## config.mk

```make
export PLATFORM = sky130hd
export DESIGN_NAME = sertx_top
export DESIGN_NICKNAME = d
export VERILOG_FILES = /design/src/rtl/sertx_pkg.sv /design/src/rtl/sertx_ctrl.sv /design/src/rtl/sertx_baud.sv /design/src/rtl/sertx_datapath.sv /design/src/rtl/sertx_top.sv
export SDC_FILE = /design/constraint.sdc
export NUM_CORES = 1
export LEC_CHECK = 0
export ABC_AREA = 1
export BUFFER_PORTS_ARGS = -buffer_cell sky130_fd_sc_hd__buf_2
export CAP_MARGIN = 25
export CELL_PAD_IN_SITES_DETAIL_PLACEMENT = 1
export CELL_PAD_IN_SITES_GLOBAL_PLACEMENT = 1
export CORE_UTILIZATION = 34
export DETAILED_ROUTE_END_ITERATION = 8
export HOLD_SLACK_MARGIN = 0.06
export PLACE_DENSITY = 0.63
export SETUP_SLACK_MARGIN = 0.05
export SYNTH_ARGS = -nofsm -noshare
export SYNTH_HDL_FRONTEND = slang
export SYNTH_SLANG_ARGS = --single-unit
export TNS_END_PERCENT = 50
```

## constraint.sdc

```tcl
create_clock -name clk -period 4.9 [get_ports clk]
set_input_delay 0.98 -clock clk [delete_from_list [all_inputs] [get_ports clk]]
set_output_delay 0.98 -clock clk [all_outputs]
set_load 0.05 [all_outputs]
```

## src/rtl/sertx_pkg.sv

```systemverilog
package sertx_pkg;
  localparam int ADDR_W = 6;
  localparam int DATA_W = 16;
  localparam int INT_W  = 16;
  localparam int FRAC_W = 6;
  localparam int BYTE_W = 8;

  localparam logic [ADDR_W-1:0] OFS_DATA = 6'h00;
  localparam logic [ADDR_W-1:0] OFS_FLAG = 6'h18;
  localparam logic [ADDR_W-1:0] OFS_IDIV = 6'h24;
  localparam logic [ADDR_W-1:0] OFS_FDIV = 6'h28;
  localparam logic [ADDR_W-1:0] OFS_LINE = 6'h2C;
  localparam logic [ADDR_W-1:0] OFS_CTRL = 6'h30;

  typedef struct packed {
    logic [INT_W-1:0]  intDiv;
    logic [FRAC_W-1:0] fracDiv;
    logic [1:0]        wordSel;
    logic              fifoOn;
    logic              uartOn;
    logic              txOn;
  } cfg_t;

  typedef struct packed {
    logic              push;
    logic              flush;
    logic [BYTE_W-1:0] byteIn;
  } strobe_t;
endpackage

```

## src/rtl/sertx_ctrl.sv

```systemverilog
module sertx_ctrl
  import sertx_pkg::*;
(
  input  logic              clk,
  input  logic              rstN,
  input  logic              busWr,
  input  logic [ADDR_W-1:0] busAddr,
  input  logic [DATA_W-1:0] busWrData,
  output logic [DATA_W-1:0] busRdData,
  input  logic              fifoFull,
  input  logic              busy,
  input  logic              shifting,
  output cfg_t              cfg,
  output strobe_t           stb
);
  cfg_t cfgQ;
  logic cfgLock;

  assign cfgLock = cfgQ.uartOn | shifting;
  assign cfg     = cfgQ;

  always_ff @(posedge clk or negedge rstN) begin
    if (!rstN) begin
      cfgQ.intDiv  <= INT_W'(1);
      cfgQ.fracDiv <= '0;
      cfgQ.wordSel <= 2'b00;
      cfgQ.fifoOn  <= 1'b0;
      cfgQ.uartOn  <= 1'b0;
      cfgQ.txOn    <= 1'b0;
    end else if (busWr) begin
      case (busAddr)
        OFS_IDIV: if (!cfgLock) cfgQ.intDiv <= busWrData[INT_W-1:0];
        OFS_FDIV: if (!cfgLock) cfgQ.fracDiv <= busWrData[FRAC_W-1:0];
        OFS_LINE: if (!cfgLock) begin
          cfgQ.wordSel <= busWrData[6:5];
          cfgQ.fifoOn  <= busWrData[4];
        end
        OFS_CTRL: begin
          cfgQ.uartOn <= busWrData[0];
          cfgQ.txOn   <= busWrData[8];
        end
        default: ;
      endcase
    end
  end

  always_comb begin
    stb.push   = busWr && (busAddr == OFS_DATA) && !fifoFull;
    stb.flush  = busWr && (busAddr == OFS_LINE) && !cfgLock && cfgQ.fifoOn && !busWrData[4];
    stb.byteIn = busWrData[BYTE_W-1:0];
  end

  always_comb begin
    busRdData = '0;
    case (busAddr)
      OFS_FLAG: begin
        busRdData[5] = fifoFull;
        busRdData[3] = busy;
      end
      OFS_IDIV: busRdData[INT_W-1:0]  = cfgQ.intDiv;
      OFS_FDIV: busRdData[FRAC_W-1:0] = cfgQ.fracDiv;
      OFS_LINE: begin
        busRdData[6:5] = cfgQ.wordSel;
        busRdData[4]   = cfgQ.fifoOn;
      end
      OFS_CTRL: begin
        busRdData[0] = cfgQ.uartOn;
        busRdData[8] = cfgQ.txOn;
      end
      default: ;
    endcase
  end


  idiv_lock_chk: assert property (@(posedge clk) disable iff (!rstN)
    cfgLock |=> $stable(cfgQ.intDiv));

  line_lock_chk: assert property (@(posedge clk) disable iff (!rstN)
    cfgLock |=> $stable({cfgQ.wordSel, cfgQ.fifoOn, cfgQ.fracDiv}));
endmodule

```

## src/rtl/sertx_baud.sv

```systemverilog
module sertx_baud #(
  parameter int INT_W  = 16,
  parameter int FRAC_W = 6
) (
  input  logic              clk,
  input  logic              rstN,
  input  logic              restart,
  input  logic              run,
  input  logic [INT_W-1:0]  intDiv,
  input  logic [FRAC_W-1:0] fracDiv,
  output logic              tick
);
  localparam int CNT_W = INT_W + 1;

  logic [CNT_W-1:0]  cnt;
  logic [CNT_W-1:0]  limit;
  logic [INT_W-1:0]  baseDiv;
  logic [FRAC_W-1:0] acc;
  logic              stretch;

  assign baseDiv = (intDiv == '0) ? INT_W'(1) : intDiv;
  assign limit   = {1'b0, baseDiv} + CNT_W'(stretch);
  assign tick    = run && (cnt >= limit);

  always_ff @(posedge clk or negedge rstN) begin
    if (!rstN) begin
      cnt     <= CNT_W'(1);
      acc     <= '0;
      stretch <= 1'b0;
    end else if (restart || !run) begin
      cnt     <= CNT_W'(1);
      acc     <= '0;
      stretch <= 1'b0;
    end else if (tick) begin
      cnt            <= CNT_W'(1);
      {stretch, acc} <= {1'b0, acc} + {1'b0, fracDiv};
    end else begin
      cnt <= cnt + CNT_W'(1);
    end
  end


  period_cap_chk: assert property (@(posedge clk) disable iff (!rstN)
    run |-> cnt <= limit);
endmodule

```

## src/rtl/sertx_datapath.sv

```systemverilog
module sertx_datapath
  import sertx_pkg::*;
#(
  parameter int DEPTH = 16
) (
  input  logic    clk,
  input  logic    rstN,
  input  cfg_t    cfg,
  input  strobe_t stb,
  output logic    fifoFull,
  output logic    busy,
  output logic    shifting,
  output logic    txOut
);
  localparam int PTR_W = $clog2(DEPTH);
  localparam int CNT_W = $clog2(DEPTH + 1);

  logic [BYTE_W-1:0] mem [DEPTH];
  logic [PTR_W-1:0]  wrPtr, rdPtr;
  logic [CNT_W-1:0]  count;
  logic              fifoEmpty;

  logic [BYTE_W-1:0] frameByte;
  logic [3:0]        tickCnt, bitPos, nxtPos, dataBits, stopPos;
  logic [2:0]        bitSel;
  logic              txOutQ, tick, bitDone, frameDone, canStart, nxtVal;

  assign fifoEmpty = (count == '0);
  assign fifoFull  = cfg.fifoOn ? (count == CNT_W'(DEPTH)) : !fifoEmpty;
  assign busy      = !fifoEmpty || shifting;
  assign txOut     = txOutQ;

  assign dataBits  = 4'd5 + {2'b00, cfg.wordSel};
  assign stopPos   = dataBits + 4'd1;
  assign bitDone   = shifting && tick && (tickCnt == 4'hF);
  assign frameDone = bitDone && (bitPos == stopPos);
  assign canStart  = cfg.uartOn && cfg.txOn && !fifoEmpty && (!shifting || frameDone);
  assign nxtPos    = bitPos + 4'd1;
  assign bitSel    = nxtPos[2:0] - 3'd1;
  assign nxtVal    = (nxtPos <= dataBits) ? frameByte[bitSel] : 1'b1;

  sertx_baud #(.INT_W(INT_W), .FRAC_W(FRAC_W)) u_baud (
    .clk     (clk),
    .rstN    (rstN),
    .restart (canStart),
    .run     (shifting),
    .intDiv  (cfg.intDiv),
    .fracDiv (cfg.fracDiv),
    .tick    (tick)
  );

  always_ff @(posedge clk) begin
    if (stb.push) mem[wrPtr] <= stb.byteIn;
  end

  always_ff @(posedge clk or negedge rstN) begin
    if (!rstN) begin
      wrPtr <= '0;
      rdPtr <= '0;
      count <= '0;
    end else if (stb.flush) begin
      wrPtr <= '0;
      rdPtr <= '0;
      count <= '0;
    end else begin
      if (stb.push) wrPtr <= wrPtr + PTR_W'(1);
      if (canStart) rdPtr <= rdPtr + PTR_W'(1);
      case ({stb.push, canStart})
        2'b10:   count <= count + CNT_W'(1);
        2'b01:   count <= count - CNT_W'(1);
        default: ;
      endcase
    end
  end

  always_ff @(posedge clk or negedge rstN) begin
    if (!rstN) begin
      shifting  <= 1'b0;
      tickCnt   <= '0;
      bitPos    <= '0;
      frameByte <= '0;
      txOutQ    <= 1'b1;
    end else if (canStart) begin
      shifting  <= 1'b1;
      tickCnt   <= '0;
      bitPos    <= '0;
      frameByte <= mem[rdPtr];
      txOutQ    <= 1'b0;
    end else if (frameDone) begin
      shifting <= 1'b0;
      txOutQ   <= 1'b1;
    end else if (shifting && tick) begin
      tickCnt <= tickCnt + 4'd1;
      if (tickCnt == 4'hF) begin
        bitPos <= nxtPos;
        txOutQ <= nxtVal;
      end
    end
  end


  idle_high_chk: assert property (@(posedge clk) disable iff (!rstN)
    !shifting |-> txOutQ);

  start_low_chk: assert property (@(posedge clk) disable iff (!rstN)
    $rose(shifting) |-> !txOutQ);

  start_gate_chk: assert property (@(posedge clk) disable iff (!rstN)
    $rose(shifting) |-> $past(cfg.uartOn && cfg.txOn));

  single_slot_chk: assert property (@(posedge clk) disable iff (!rstN)
    !cfg.fifoOn |-> count <= CNT_W'(1));

  flush_empty_chk: assert property (@(posedge clk) disable iff (!rstN)
    stb.flush |=> count == '0);
endmodule

```

## src/rtl/sertx_top.sv

```systemverilog
module sertx_top
  import sertx_pkg::*;
#(
  parameter int FIFO_DEPTH = 16
) (
  input  logic              clk,
  input  logic              rstN,
  input  logic              busWr,
  input  logic [ADDR_W-1:0] busAddr,
  input  logic [DATA_W-1:0] busWrData,
  output logic [DATA_W-1:0] busRdData,
  output logic              txOut
);
  cfg_t    cfg;
  strobe_t stb;
  logic    fifoFull, busy, shifting;

  sertx_ctrl u_ctrl (
    .clk       (clk),
    .rstN      (rstN),
    .busWr     (busWr),
    .busAddr   (busAddr),
    .busWrData (busWrData),
    .busRdData (busRdData),
    .fifoFull  (fifoFull),
    .busy      (busy),
    .shifting  (shifting),
    .cfg       (cfg),
    .stb       (stb)
  );

  sertx_datapath #(.DEPTH(FIFO_DEPTH)) u_dp (
    .clk      (clk),
    .rstN     (rstN),
    .cfg      (cfg),
    .stb      (stb),
    .fifoFull (fifoFull),
    .busy     (busy),
    .shifting (shifting),
    .txOut    (txOut)
  );
endmodule

```

==> run summary <==
The flow ran to the end, and the final reports show no timing, DRC or antenna violations. The detailed-routing wirelength on met1 is 13,050 um, and the combined area of all synthesized cells is 0.01031 mm2. The sink of the worst hold path is u_dp.u_baud.cnt[0]. The first global-routing pass estimated 44,000 um of wire.

In this run the critical register-to-register path is captured at u_dp.count[4]. The layout has 3,336 filler cells. The area growth from synthesis to layout is 15.95%. The routed design uses 12,600 um of met2 wire. For the pin with the worst max-slew slack, the measured transition is 1.016 ns. Entering global routing, the biggest net connects 67 pins. For the antenna diode instance count, the log shows 0. The HPWL reported at the end of detailed placement is 18,880 um, and the final RePlAce weighted congestion is 0.7936.

The post-CTS clock slew at the launch and capture registers of the worst setup and hold paths was 0.06 ns; the cell count after synthesis was 1,034. The share of flip-flops with an asynchronous set or reset was 0.3905; the footprint of the multi-input gates was 0.004045 mm2. After detailed routing, no signal wire sits above met4.

The die is 176.1 um tall. Clock latency on the worst-skew pair, taken at its later pin, is 0.55 ns. The initial antenna violation count is 0. All-layer global routing usage: 0.1829.

The number of register bits inferred by synthesis is 210. In the final timing run, aggregate negative setup slack is 0 ns. In the final design database the tool counted 1,163 nets. The cell type with the highest occurrence count on the critical path was nor2_1. Timing would allow up to 0.2150 GHz. Yosys attributes the largest share of cell area to edfxtp_1 37%, dfrtp_1 19%, nor2_1 5.9%.

Yosys printed 0 warnings. The sequential cells in the finished layout cover a total of 0.005902 mm2. The tools report the DRC violations left as 0.

The worst setup path is captured at a flip-flop. Cell type with the highest aggregate area in the netlist: edfxtp_1. The path class of the tightest hold or removal check is flip-flop to flip-flop. The run gives 0.3202 as the headroom to the max-slew limit. The maximum fanout along the worst path is 5. The number of cells on the worst reg-to-reg path is 32. The number of setup violations in the final report is 0, and the number of clock sinks is 210. For the effective utilization at floorplan, the log shows 0.3469. Input and output buffers added on the ports amount to 41. Setup repair after global routing could not meet its margin everywhere. The number of global-route vias before repair came out at 7,796. The die is 176.1 um wide. The ratio of final minimum period to clock period came out at 0.9494. The tools report the final hold violation count as 0. The floorplan step defined a core boundary enclosing 0.02972 mm2. In this run the critical register-to-register path is launched from u_ctrl.cfg[25].

The overall die area is 0.03102 mm2. The routed layout has 7,625 vias. In this run the mean area of a mapped cell was 9.970 um2.

STA puts the critical path data required time at 5.32 ns. The share of final-layout standard cells stronger than drive strength 1 came out at 0.1495. Max-cap violations in this run came to 0. Global routing finished with a remaining overflow of 0.

The routed length on met3 was 1525 um. The deepest level of the CTS H-tree is 1, and the setup slack of the most critical reg-to-reg path is 0.25 ns. The power per unit of standard cell area came out at 395.4 mW/mm2.

The tools report the startpoint type of the worst setup path as a flip-flop. The finished layout holds 1,500 standard cells, fillers aside. The routed design has 27,770 um of wire. For this block, the initial DRC count from the detailed router was 413.

TritonCTS built the clock tree. The clock buffer count from CTS is 24, and the count of standard-cell rows is 63. Counting every net in the synthesized netlist gives 1,105.

Among all flip-flop cells after synthesis, the most frequent one is edfxtp_1. Counting distinct cell types in the post-synthesis netlist gives 47. The run gives 0 as the total count of max-transition violations in the final report. CTS placed an instance of clkbuf_16 at the clock tree root. The first-pass iteration count of the detailed router is 5. The count of nets left with antenna violations once routing finished came out at 0. The cell depth of the worst hold path works out to 1.

The fraction of the yosys area taken by sequential cells is 0.5723. Worst IR drop on VDD: 237.7 uV. In this run the most critical hold path is launched from u_dp.u_baud.cnt[0]. Critical path class: flip-flop to flip-flop. The share of the synthesized area in the top cell type is 0.3729, and the biggest cell delay along the critical path is 0.45 ns.

In this run, placement finished with an instance count of 1,446. For this design the static power due to leakage is 4.993 nW. In this run the count of I/O pins placed on the die edge is 42. Dividing the detail-routed via count by the number of cells gives 5.083. The clock period minus final worst setup slack came out at 4.652 ns. Worst-path cell with the longest stage delay: dfrtp_2. The final worst clock skew is 0.03008 ns. Data arrives at the worst endpoint at 5.07 ns. In this run, post-CTS hold repair placed 0 buffers.

The synthesized design contains 128 enable-type register cells. After detailed routing, the average wire length per cell comes to 18.51 um. The longest clock path from root to sink contains 3 buffers.
[metrics by stage]
stage / utilization / hold WS, ns / setup WS (ns) / instance area (um2) / total power [mW]
2_1_floorplan: - / 0.4492 / 0.5215 / 10310 / 2.643
3_3_place_gp: 0.3685 / 0.4686 / 0.1320 / 10950 / 2.975
3_5_place_dp: 0.3685 / 0.4715 / -0.06019 / 10950 / 2.996
4_1_cts: 0.3954 / 0.4876 / 0.05684 / 11750 / 4.760
5_1_grt: 0.4022 / 0.5086 / -0.1042 / 11950 / 4.960
6_report: 0.4022 / 0.4849 / 0.2481 / 11950 / 4.726
[report_power, final]
| group | leakage [nW] | total (mW) | switching (mW) | internal, mW |
|---|---|---|---|---|
| combinational | 2.40 | 0.939 | 0.641 | 0.298 |
| clock | 0.371 | 1.75 | 0.745 | 1.01 |
| sequential | 2.22 | 2.04 | 0.0833 | 1.95 |
[area by class of cell]
type | instances | share of cell area
inverter | 94 | 0.02994
timing repair buffer | 66 | 0.03308
sequential | 210 | 0.4938
multi-input combinational | 696 | 0.3384
clock buffer | 27 | 0.05119
tap | 390 | 0.04082
clock inverter | 17 | 0.01277
[metal layers]
metal / global-route usage / vias to the layer above
met3: 0.02283 / 40
li1: - / 3655
met1: 0.2627 / 3799
met2: 0.2912 / 131
met4: 0.04674 / 0
met5: 0 / -
[cell usage after synthesis (2+ instances only)]
| library cell | instances |
|---|---|
| nor2_1 | 162 |
| nand2_1 | 153 |
| edfxtp_1 | 128 |
| o21ai_0 | 120 |
| inv_1 | 87 |
| dfrtp_1 | 79 |
| ha_1 | 44 |
| o22ai_1 | 39 |
| a21oi_1 | 30 |
| nand3_1 | 28 |
| xor2_1 | 27 |
| clkbuf_1 | 24 |
| nand4_1 | 11 |
| nor2_2 | 10 |
| xnor2_1 | 10 |
| inv_2 | 6 |
| nand2_2 | 6 |
| buf_2 | 5 |
| nand3_2 | 5 |
| nor3_1 | 5 |
| nor3_2 | 5 |
| nor4_1 | 5 |
| buf_6 | 4 |
| o211ai_1 | 4 |
| a32o_1 | 3 |
| dfstp_2 | 3 |
| nand2_4 | 3 |
| a21o_1 | 2 |
| fa_1 | 2 |
| nand3_4 | 2 |
| nand3b_1 | 2 |
| nand4_2 | 2 |
| nor2_4 | 2 |
| nor3_4 | 2 |
| o21ai_1 | 2 |
[registers in the layout (all words and copies together), names as in the netlist]
register / flops
u_dp.shifting: 1
u_dp.frameByte: 8
u_dp.u_baud.stretch: 1
u_dp.rdPtr: 4
u_dp.u_baud.cnt: 17
u_dp.u_baud.acc: 6
u_dp.bitPos: 4
u_dp.count: 5
u_dp.wrPtr: 4
u_dp.mem: 128
u_dp.tickCnt: 4
u_dp.txOut: 1
u_ctrl.cfg: 27
[logic make-up after synthesis]
kind of cell / Yosys count / synth area share
xor gates and xnor gates: 37 / 0.03144
buffers and inverters: 128 / 0.05049
adders and majority gates: 46 / 0.05729
AOI/OAI and AO/OA: 207 / 0.1103
DFF: 210 / 0.5723
and+or+nand+nor: 406 / 0.1782
[cells in the final DEF, fill, tap and decap left out, types with 7 or more instances in the layout]
master and instances:
edfxtp_1 128, clkbuf_16 24, nor2_2 8, clkinv_1 10, o22ai_1 39, buf_4 26, a21oi_1 29, nand2_2 7
dfrtp_1 77, xnor2_1 10, nor2_1 162, nand3_1 27, inv_1 84, o21ai_0 119, xor2_1 26, ha_1 39
nand4_1 11, nand2_1 150, buf_2 40, inv_2 7
[worst max-delay path by stage]
stage	slack [ns]	start	cells after the start	end
global route	-0.10	u_ctrl.cfg[25]	32	u_dp.count[4]
detailed placement	-0.06	u_ctrl.cfg[24]	33	u_dp.count[4]
CTS	0.06	u_ctrl.cfg[24]	33	u_dp.count[4]
floorplan	0.52	u_ctrl.cfg[16]	33	u_dp.count[4]
finish	0.25	u_ctrl.cfg[25]	32	u_dp.count[4]
global placement	0.13	u_ctrl.cfg[24]	33	u_dp.count[4]
[worst max-delay path: cells and delay by family, from the launching register on]
family	cells	cell delay, ns
XOR/XNOR	2	0.32
flip-flops	1	0.45
buffers and inverters	5	0.39
AND/OR/NAND/NOR	20	2.29
adder cells (fa/ha/maj)	3	0.72
AO/OA/AOI/OAI	2	0.38
[repair_timing]
action	in CTS	in global routing
gates resized for setup	5	26
buffers inserted	0	10
setup endpoints to repair	1	2
cloned	0	0
pin swaps	0	25
(Power assumes the default switching activity.)
